==> config.mk <==
export PLATFORM = sky130hd
export DESIGN_NAME = sig_wait_cell
export DESIGN_NICKNAME = d
export VERILOG_FILES = /design/src/rtl/sigwait_pkg.sv /design/src/rtl/sigwait_sync.sv /design/src/rtl/sigwait_filter.sv /design/src/rtl/sigwait_ctrl.sv /design/src/rtl/sig_wait_cell.sv
export SDC_FILE = /design/constraint.sdc
export NUM_CORES = 1
export LEC_CHECK = 0
export ABC_CLOCK_PERIOD_IN_PS = 800
export BUFFER_PORTS_ARGS = -buffer_cell sky130_fd_sc_hd__buf_4
export CAP_MARGIN = 20
export CORE_MARGIN = 5
export CORE_UTILIZATION = 45
export CTS_CLUSTER_SIZE = 10
export DETAILED_ROUTE_END_ITERATION = 10
export GPL_ROUTABILITY_DRIVEN = 0
export PLACE_DENSITY = 0.69
export SLEW_MARGIN = 0
export SYNTH_ARGS = -nofsm -noshare
export SYNTH_HDL_FRONTEND = slang
export SYNTH_HIERARCHICAL = 1
export SYNTH_SLANG_ARGS = --single-unit
==> constraint.sdc <==
create_clock -name clk -period 0.8 [get_ports clk]
set_input_delay 0.24 -clock clk [delete_from_list [all_inputs] [get_ports clk]]
set_output_delay 0.24 -clock clk [all_outputs]
set_load 0.02 [all_outputs]
==> src/rtl/sigwait_pkg.sv <==
package sigwait_pkg;

  typedef enum logic [1:0] {
    WM_HIGH = 2'b00,
    WM_LOW  = 2'b01,
    WM_RISE = 2'b10,
    WM_FALL = 2'b11
  } wait_mode_e;

  typedef enum logic [2:0] {
    ST_IDLE,
    ST_ARM,
    ST_WAIT,
    ST_ACK,
    ST_CANC
  } ctl_state_e;

endpackage

==> src/rtl/sigwait_sync.sv <==
module sigwait_sync #(
  parameter int STAGES = 2
) (
  input  logic clk,
  input  logic rst_n,
  input  logic d_i,
  output logic q_o
);

  logic [STAGES-1:0] sh_q;
  logic [STAGES-1:0] sh_d;

  always_comb begin
    sh_d = {sh_q[STAGES-2:0], d_i};
  end

  always_ff @(posedge clk or negedge rst_n) begin
    if (!rst_n) sh_q <= '0;
    else        sh_q <= sh_d;
  end

  assign q_o = sh_q[STAGES-1];

endmodule

==> src/rtl/sigwait_filter.sv <==
module sigwait_filter #(
  parameter  int MAX_STAB = 15,
  localparam int CNT_W    = $clog2(MAX_STAB + 1)
) (
  input  logic             clk,
  input  logic             rst_n,
  input  logic             lvl_i,
  input  logic [CNT_W-1:0] stab_i,
  output logic             stable_hi_o,
  output logic             stable_lo_o
);

  logic             lvl_q, lvl_d;
  logic [CNT_W-1:0] run_q, run_d;
  logic             run_en;
  logic [CNT_W-1:0] thresh;

  // A change of level restarts the run; otherwise it counts up and saturates.
  always_comb begin
    lvl_d  = lvl_i;
    run_en = (lvl_i != lvl_q) || (run_q != {CNT_W{1'b1}});
    if (lvl_i != lvl_q) run_d = CNT_W'(1);
    else                run_d = run_q + CNT_W'(1);
  end

  always_ff @(posedge clk or negedge rst_n) begin
    if (!rst_n) begin
      lvl_q <= 1'b0;
      run_q <= '0;
    end else begin
      lvl_q <= lvl_d;
      if (run_en) run_q <= run_d;
    end
  end

  assign thresh      = (stab_i == '0) ? CNT_W'(1) : stab_i;
  assign stable_hi_o =  lvl_q && (run_q >= thresh);
  assign stable_lo_o = !lvl_q && (run_q >= thresh);

  // each new level starts its run from one
  assert_run_restart_R3: assert property (@(posedge clk) disable iff (!rst_n)
    (lvl_q != $past(lvl_q)) |-> (run_q == CNT_W'(1)));

endmodule

==> src/rtl/sigwait_ctrl.sv <==
module sigwait_ctrl
  import sigwait_pkg::*;
(
  input  logic       clk,
  input  logic       rst_n,
  input  logic       req_i,
  input  logic       cancel_i,
  input  logic [1:0] mode_i,
  input  logic       stable_hi_i,
  input  logic       stable_lo_i,
  output logic       ack_o,
  output logic       cancelled_o
);

  ctl_state_e state_q, state_d;
  wait_mode_e mode_q;
  logic       mode_en;
  logic       pre_ok, tgt_ok;

  always_comb begin
    case (mode_q)
      WM_RISE: pre_ok = stable_lo_i;
      WM_FALL: pre_ok = stable_hi_i;
      default: pre_ok = 1'b0;
    endcase
    case (mode_q)
      WM_HIGH, WM_RISE: tgt_ok = stable_hi_i;
      default:          tgt_ok = stable_lo_i;
    endcase
  end

  always_comb begin
    state_d = state_q;
    mode_en = 1'b0;
    case (state_q)
      ST_IDLE: if (req_i) begin
        mode_en = 1'b1;
        if (cancel_i)       state_d = ST_CANC;
        else if (mode_i[1]) state_d = ST_ARM;
        else                state_d = ST_WAIT;
      end
      ST_ARM: begin
        if (!req_i)        state_d = ST_IDLE;
        else if (cancel_i) state_d = ST_CANC;
        else if (pre_ok)   state_d = ST_WAIT;
      end
      ST_WAIT: begin
        if (!req_i)        state_d = ST_IDLE;
        else if (cancel_i) state_d = ST_CANC;
        else if (tgt_ok)   state_d = ST_ACK;
      end
      ST_ACK:  if (!req_i) state_d = ST_IDLE;
      ST_CANC: if (!req_i) state_d = ST_IDLE;
      default: state_d = ST_IDLE;
    endcase
  end

  always_ff @(posedge clk or negedge rst_n) begin
    if (!rst_n) begin
      state_q <= ST_IDLE;
      mode_q  <= WM_HIGH;
    end else begin
      state_q <= state_d;
      if (mode_en) mode_q <= wait_mode_e'(mode_i);
    end
  end

  assign ack_o       = (state_q == ST_ACK);
  assign cancelled_o = (state_q == ST_CANC);

  // the two outcomes exclude each other
  assert_outcome_excl_R8: assert property (@(posedge clk) disable iff (!rst_n)
    !(ack_o && cancelled_o));
  // acknowledge latched while request held
  assert_ack_holds_R5: assert property (@(posedge clk) disable iff (!rst_n)
    (ack_o && req_i) |=> ack_o);
  // acknowledge only falls after request released
  assert_ack_release_R5: assert property (@(posedge clk) disable iff (!rst_n)
    $fell(ack_o) |-> !$past(req_i));
  // acknowledge only rises under an active request
  assert_ack_needs_req_R2: assert property (@(posedge clk) disable iff (!rst_n)
    $rose(ack_o) |-> $past(req_i));
  // cancellation persists until request released
  assert_cancel_persist_R8: assert property (@(posedge clk) disable iff (!rst_n)
    (cancelled_o && req_i) |=> cancelled_o);

endmodule

==> src/rtl/sig_wait_cell.sv <==
module sig_wait_cell #(
  parameter  int MAX_STAB = 15,
  localparam int CNT_W    = $clog2(MAX_STAB + 1)
) (
  input  logic             clk,
  input  logic             rst_n,
  input  logic             ana_i,
  input  logic [CNT_W-1:0] stab_i,
  input  logic [1:0]       mode_i,
  input  logic             req_i,
  input  logic             cancel_i,
  output logic             ack_o,
  output logic             cancelled_o
);

  logic rst_int_n;
  logic ana_sync;
  logic st_hi, st_lo;

  // Reset: asserted asynchronously, released on the clock.
  sigwait_sync #(.STAGES(2)) u_rst_sync (
    .clk   (clk),
    .rst_n (rst_n),
    .d_i   (1'b1),
    .q_o   (rst_int_n)
  );

  sigwait_sync #(.STAGES(2)) u_ana_sync (
    .clk   (clk),
    .rst_n (rst_int_n),
    .d_i   (ana_i),
    .q_o   (ana_sync)
  );

  sigwait_filter #(.MAX_STAB(MAX_STAB)) u_filter (
    .clk         (clk),
    .rst_n       (rst_int_n),
    .lvl_i       (ana_sync),
    .stab_i      (stab_i),
    .stable_hi_o (st_hi),
    .stable_lo_o (st_lo)
  );

  sigwait_ctrl u_ctrl (
    .clk         (clk),
    .rst_n       (rst_int_n),
    .req_i       (req_i),
    .cancel_i    (cancel_i),
    .mode_i      (mode_i),
    .stable_hi_i (st_hi),
    .stable_lo_i (st_lo),
    .ack_o       (ack_o),
    .cancelled_o (cancelled_o)
  );

endmodule

==> summary.txt, run 1 <==
Run status
  – Outcome: finished, violations left
  – Violated checks: negative setup slack

Worst setup path
  – CP Launch Type: flop
  – Crit Path Category: reg2reg
  – Critical path endpoint category: flop
  – Critical Path AT: around 2.1 ns
  – Crit-path max FO: 2
  – CP required: 0.95 ns

Drt
  – Iter 0 DRT Violations: 13
  – Vias/cell: 5.22
  – Antenna Nets Post-Route: 0
  – Via count: 699
  – Uppermost layer routed: met4
  – Wire length on met2: 1.00 mm
  – Drt first pass iters: 4
  – Final routed DRC violation total: 0
  – Wire per inst: 14.3 um
  – Met3 wire len: 86 um
  – M1 WL: 817 um
  – WL final: 1.92 mm

Cells and area
  – Area growth syn-to-layout: 68.7%
  – Share of cells above drive strength 1: 0.607
  – Diode count: 0
  – Fin nets: 134
  – Finished Core Util: 0.775

Die
  – Core box area: approximately 1700 um2
  – Die Y: 51.5 um
  – Ports: 13
  – Starting density of the core: 0.459
  – Rows: 15
  – Die area: approximately 2700 um2
  – Die X: 51.5 um

Logic synthesis
  – Share of the synthesized area in the top cell type: 0.452
  – Cell with the most instances after synthesis: dfrtp_1
  – YS warnings: 6
  – Seq/Total Area, Yosys: 0.452
  – Post-Synth Simple-Gate Area: 0.210
  – Ranking of synthesized cells by area: dfrtp_1 45%, ha_1 8.1%, nand2b_1 4.8%
  – Fraction of synthesized cell area in xor and xnor cells: 0.0226
  – Post-synth top cells: 14 x dfrtp_1, 7 x nor2_1, 6 x nand2b_1
  – Synth Flop Type: dfrtp_1
  – Cell taking the most area after synthesis: dfrtp_1
  – Synth Area in Compound Gates: 0.123
  – Area share of fa/ha/maj cells after synthesis: 0.0806
  – Yosys reg bits: 14
  – Post-synth EDFFs: 0
  – Async S/R FF share, synth: 1.00
  – Syn Std Cell Area: between 700 and 800 um2
  – Cells after Synth: 74
  – Syn Nets: 90
  – Syn avg cell area: 10.5 um2
  – Largest family of logic cells by synthesized area: simple AND/OR/NAND/NOR gates
  – Count of cell types in the netlist: 28
  – Post-synthesis mux area share: 0.0694

Clocking
  – CTS Buffer Depth: 2
  – CTS Buf Count: 3
  – Clock Tree Root: clkbuf_4
  – CTS sink cnt: 14
  – Clk_lat worst skew: 0.28 ns
  – H-tree depth: 1
  – CTS tree: yes
  – Clock-pin slew on the worst setup and hold paths: 0.09 ns

Power
  – PwrDens: 1730 nW/um2
  – Internal power: around 1.6 mW
  – Comb pwr share: 0.392
  – Peak VDD IR: 1190 uV
  – Switching Fraction: 0.300
  – Clk network pwr share: 0.227
  – Sw Pwr: 0.682 mW
  – Leak: 0.626 nW
  – Sequential share of power: 0.381

Placement
  – Detailed placer's ending HPWL: approximately 1.3 mm
  – Setup WS pre-CTS: -1.28 ns
  – IO buf count: 12

STA
  – Setup slack after layout: -1.16 ns
  – Max Clock Freq: around 0.5 GHz
  – Max Slew Vio Count: 0
  – Final Hold Viols: 0
  – Min Tclk post-route: 1.96 ns
  – RSZ-0062 raised after global routing: yes
  – Crit share post-route: 2.45
  – Final setup viols: 11
  – Final Skew: 0.00523 ns
  – Setup TNS Final: -6.04 ns

Global route
  – First-pass GRT wire length: a little over 3 mm
  – Initial antenna violation count: 0
  – Number of global-route vias before repair: 728
  – GRT overflow: 0
  – Global Route Usage Sum: 0.157
  – Largest net degree at the start of global routing: 9

Hold path
  – Worst min path class: in2reg

Flow run
  – Number of max-cap violations: 0
-- sequential cells by signal, indices dropped and copies added, names as in the netlist --
signal and count:
u_ana_sync/sh_q 2, u_filter/run_q 4, u_ctrl/mode_q 2, u_ctrl/state_q 3
u_rst_sync/sh_q 2, u_filter/lvl_q 1
-- worst max-delay path, stage by stage (launching register included) --
cell and delay, ns:
dfrtp_1 0.36, inv_1 0.05, ha_1 0.27, nand2b_4 0.15, a2111oi_4 0.40, nor3b_2 0.09
mux2_4 0.28, o221ai_2 0.13, a21oi_1 0.09
-- cell families (layout without fill, tap and decap cells) --
group                    Yosys count  count (layout)
AND/OR/NAND/NOR                   29              29
flip-flops                        14              14
AO/OA/AOI/OAI                     11              11
buffers and inverters              7              50
adder cells (fa/ha/maj)            5               5
multiplexers                       5               5
XOR/XNOR                           2               2
other                              1               1
-- path summary, 6_finish.rpt --
path | from | cells after the start | slack, ns | to
setup / recovery | u_filter/run_q[0] | 8 | -1.16 | u_ctrl/state_q[0]
hold / removal | ana_i | 1 | 0.06 | u_ana_sync/sh_q[0]
setup reg to reg | u_filter/run_q[0] | 8 | -1.16 | u_ctrl/state_q[0]
hold reg to reg | u_rst_sync/sh_q[1] | 0 | 0.11 | u_ctrl/mode_q[1]
max in group asynchronous | u_rst_sync/sh_q[1] | 1 | 0.33 | u_ctrl/mode_q[0]
min in group asynchronous | u_rst_sync/sh_q[1] | 0 | 0.11 | u_ctrl/mode_q[1]
-- power by group through the flow --
| stage | clock, mW | sequential [mW] | combinational [mW] |
|---|---|---|---|
| floorplan | 0 | 0.888 | 0.437 |
| global placement | 0 | 0.868 | 0.708 |
| detailed placement | 0 | 0.872 | 0.729 |
| CTS | 0.520 | 0.858 | 0.816 |
| global route | 0.549 | 0.878 | 0.971 |
| finish | 0.515 | 0.865 | 0.890 |
-- metrics by stage --
| step | power (mW) | area [um2] | std cells | hold WS (ns) |
|---|---|---|---|---|
| detailed placement | 1.60 | 1110 | 122 | 0.0260 |
| finish | 2.27 | 1310 | 134 | 0.0630 |
| floorplan | 1.32 | 866 | 74 | -0.0556 |
| global route | 2.40 | 1310 | 134 | 0.0575 |
| CTS | 2.19 | 1230 | 128 | 0.0557 |
| global placement | 1.58 | 1110 | 122 | 0.0221 |
-- layout by cell type (no fill, tap or decap), types with 2 or more instances in the layout --
cell type	count
buf_6	9
nor3_1	3
nand2b_1	3
mux2i_1	2
nand2b_4	4
nor3b_2	2
ha_1	4
mux2_4	3
nand2_1	2
nor2_1	5
o21a_1	2
dfrtp_1	12
dfrtp_2	2
buf_4	31
clkbuf_4	3
a21oi_1	3
inv_1	2
-- per-layer routing --
layer  vias to the layer above  track usage
met5                         -            0
met2                        13        0.265
met1                       340        0.202
li1                        344            -
met4                         0       0.0655
met3                         2       0.0201
-- final cells by class --
cell class | instances | area, um2
Multi-Input combinational cell | 53 | 527
Fill cell | 110 | 380
Tap cell | 17 | 21.3
Timing Repair Buffer | 41 | 344
Inverter | 5 | 27.5
Sequential cell | 14 | 353
Clock buffer | 4 | 36.3
-- repair_timing --
| item | 4_1_cts | 5_1_grt |
|---|---|---|
| endpoints found under the hold margin | 2 | 0 |
| gates resized for setup | 14 | 7 |
| endpoints found under the setup margin | 11 | 11 |
| pin swaps | 6 | 14 |
| setup buffers | 3 | 8 |
| hold buffers | 1 | 0 |
(Power assumes the default switching activity.)
==> inputs of run 2 (changes only) <==
--- a/config.mk
+++ b/config.mk
@@ -14,6 +14,7 @@
 export DETAILED_ROUTE_END_ITERATION = 10
 export GPL_ROUTABILITY_DRIVEN = 0
 export PLACE_DENSITY = 0.69
+export REMOVE_ABC_BUFFERS = 1
 export SLEW_MARGIN = 0
 export SYNTH_ARGS = -nofsm -noshare
 export SYNTH_HDL_FRONTEND = slang
==> run 2 against run 1 <==
Net effect: the flow still finishes with violations (negative setup slack); critical endpoint unchanged; setup slack better by 0.032 ns; combinational power is 12% higher; clock power is 25% lower; largest power group unchanged.
==> summary.txt, run 2 (synthesis gave the netlist of run 1 again) <==
Clocking
  – CTS tree: yes
  – Clk_lat worst skew: 0.27 ns (about the same)
  – CTS Buffer Depth: 2 (unchanged)
  – CTS sink cnt: 14 (unchanged)
  – H-tree depth: 1 (unchanged)
  – CTS Buf Count: 3 (unchanged)
  – Clock-pin slew on the worst setup and hold paths: 0.08 ns (about the same)
  – Clock Tree Root: clkbuf_4

Run status
  – Outcome: finished, violations left
  – Violated checks: negative setup slack

Cells and area
  – Area growth syn-to-layout: 67.3%
  – Commonest non-fill, non-tap cells in the layout: 31 x buf_4, 14 x dfrtp_1, 8 x buf_6
  – Largest Register: u_filter/run_q
  – Largest registers: u_filter/run_q: 4 flops, u_ctrl/state_q: 3 flops
  – Diode count: 0 (unchanged)
  – Cell Count, Final, Fillers Out: 132 (-1.5%)
  – Share of cells above drive strength 1: 0.626 (+0.0192)
  – Fin nets: 133 (-0.75%)
  – Commonest non-fill, non-tap cell in the layout: buf_4
  – Finished Core Util: 0.768 (-0.00667)
  – Number of flip-flops in the largest register: 4 (unchanged)

Die
  – Rows: 15 (unchanged)
  – Ports: 13 (unchanged)
  – Die X: 51.5 um (unchanged)
  – Starting density of the core: 0.459 (unchanged)
  – Die area: 2650 um2 (unchanged)
  – Die Y: 51.5 um (unchanged)
  – Core box area: 1690 um2 (unchanged)

Power
  – Internal power: 1.52 mW (-4.3%)
  – Comb pwr share: 0.443 (+0.051)
  – Leak: 0.609 nW (-2.8%)
  – Switching Fraction: 0.325 (+0.0244)
  – Final Power: 2.25 mW (-0.87%)
  – Sequential share of power: 0.385 (+0.004)
  – Clk network pwr share: 0.172 (-0.055)
  – PwrDens: 1730 nW/um2 (about the same)
  – Peak VDD IR: 1230 uV (+4.1%)
  – Sw Pwr: 0.731 mW (+7.2%)

Worst setup path
  – Crit Path Category: reg2reg
  – CP Launch Type: flop
  – CP required: 0.94 ns (about the same)
  – Crit-path max FO: 2 (unchanged)
  – Critical path endpoint category: flop
  – Critical Path AT: 2.07 ns (-0.04 ns)

Placement
  – Detailed placer's ending HPWL: 1.29 mm (+0.37%)
  – Placed cells: 121 (-0.82%)
  – IO buf count: 12 (unchanged)

Drt
  – Vias/cell: 5.44 (+4.3%)
  – Iter 0 DRT Violations: 8 (-5)
  – Final routed DRC violation total: 0 (unchanged)
  – WL final: 2.35 mm (+23%)
  – Antenna Nets Post-Route: 0 (unchanged)
  – Drt first pass iters: 4 (unchanged)
  – Wire per inst: 17.8 um (+24%)
  – Via count: 718 (+2.7%)

STA
  – Worst hold margin: 0.0732 ns (+0.0103 ns)
  – Final Skew: 0.00487 ns (-0.000361 ns)
  – Final setup viols: 11 (unchanged)
  – Max Clock Freq: 0.519 GHz (+1.7%)
  – Final Hold Viols: 0 (unchanged)
  – Setup slack after layout: -1.13 ns (+0.0319 ns)
  – RSZ-0062 raised after global routing: yes
  – Crit share post-route: 2.41 (-0.0399)
  – Max Slew Vio Count: 0 (unchanged)
  – Setup TNS Final: -6.00 ns (+0.0366 ns)
  – Min Tclk post-route: 1.93 ns (-0.0319 ns)

Global route
  – Largest net degree at the start of global routing: 8 (-1)
  – Number of global-route vias before repair: 767 (+5.4%)
  – Global Route Usage Sum: 0.175 (+0.0176)
  – Initial antenna violation count: 0 (unchanged)
  – GRT overflow: 0 (unchanged)
  – First-pass GRT wire length: 3.41 mm (+10%)

Flow run
  – Number of max-cap violations: 0 (unchanged)

Hold path
  – Worst min path class: in2reg
run 2: repair_timing:
action,in CTS,in global routing
setup buffers,4,6
resized for setup,23,18
hold buffers,1,0
pin swaps,10,15
endpoints found under the hold margin,2,0
setup endpoints to repair,11,11
run 2: routing by layer:
| layer | track usage | vias to the layer above | part of all wire |
|---|---|---|---|
| li1 | - | 337 | - |
| met1 | 0.190 | 356 | 0.39 |
| met2 | 0.326 | 19 | 0.56 |
| met3 | 0.0201 | 6 | 0.025 |
| met4 | 0.0917 | 0 | 0.025 |
| met5 | 0 | - | 0 |
run 2: layout make-up:
type,count,area (um2)
multi-input combinational,53,551
fill,106,392
inverter,5,20.0
clock buffer,3,22.5
timing repair buffer,40,333
sequential,14,350
tap,17,21.3
run 2: path summary, 6_finish.rpt:
kind	startpoint	cells past startpoint	slack (ns)	end
worst max-delay path	u_filter/run_q[0]	8	-1.13	u_ctrl/state_q[0]
worst min-delay path	ana_i	1	0.07	u_ana_sync/sh_q[0]
worst max register to register	u_filter/run_q[0]	8	-1.13	u_ctrl/state_q[0]
worst min register to register	u_rst_sync/sh_q[1]	1	0.17	u_ctrl/state_q[0]
max in group asynchronous	rst_n	2	0.45	u_rst_sync/sh_q[0]
min in group asynchronous	u_rst_sync/sh_q[1]	1	0.17	u_ctrl/state_q[0]
run 2: critical path, stage by stage, from the launching register on:
cell	delay (ns)
dfrtp_1	0.36
inv_1	0.05
ha_1	0.28
nand2b_4	0.15
a2111oi_4	0.35
nor3b_2	0.10
mux2_2	0.28
o221ai_2	0.14
a21oi_1	0.10
run 2: power groups by stage:
stage	clock (mW)	combinational (mW)	sequential (mW)
floorplan	0	0.342	0.886
global placement	0	0.624	0.857
detailed placement	0	0.656	0.863
CTS	0.388	0.814	0.855
global route	0.432	1.06	0.872
finish	0.386	0.997	0.866
run 2: metrics by stage:
step	area, um2	setup WS, ns
after global routing	1300	-1.22
after floorplan	766	-1.10
final	1300	-1.13
after CTS	1200	-1.10
after detailed placement	1030	-1.32
after global placement	1030	-1.27
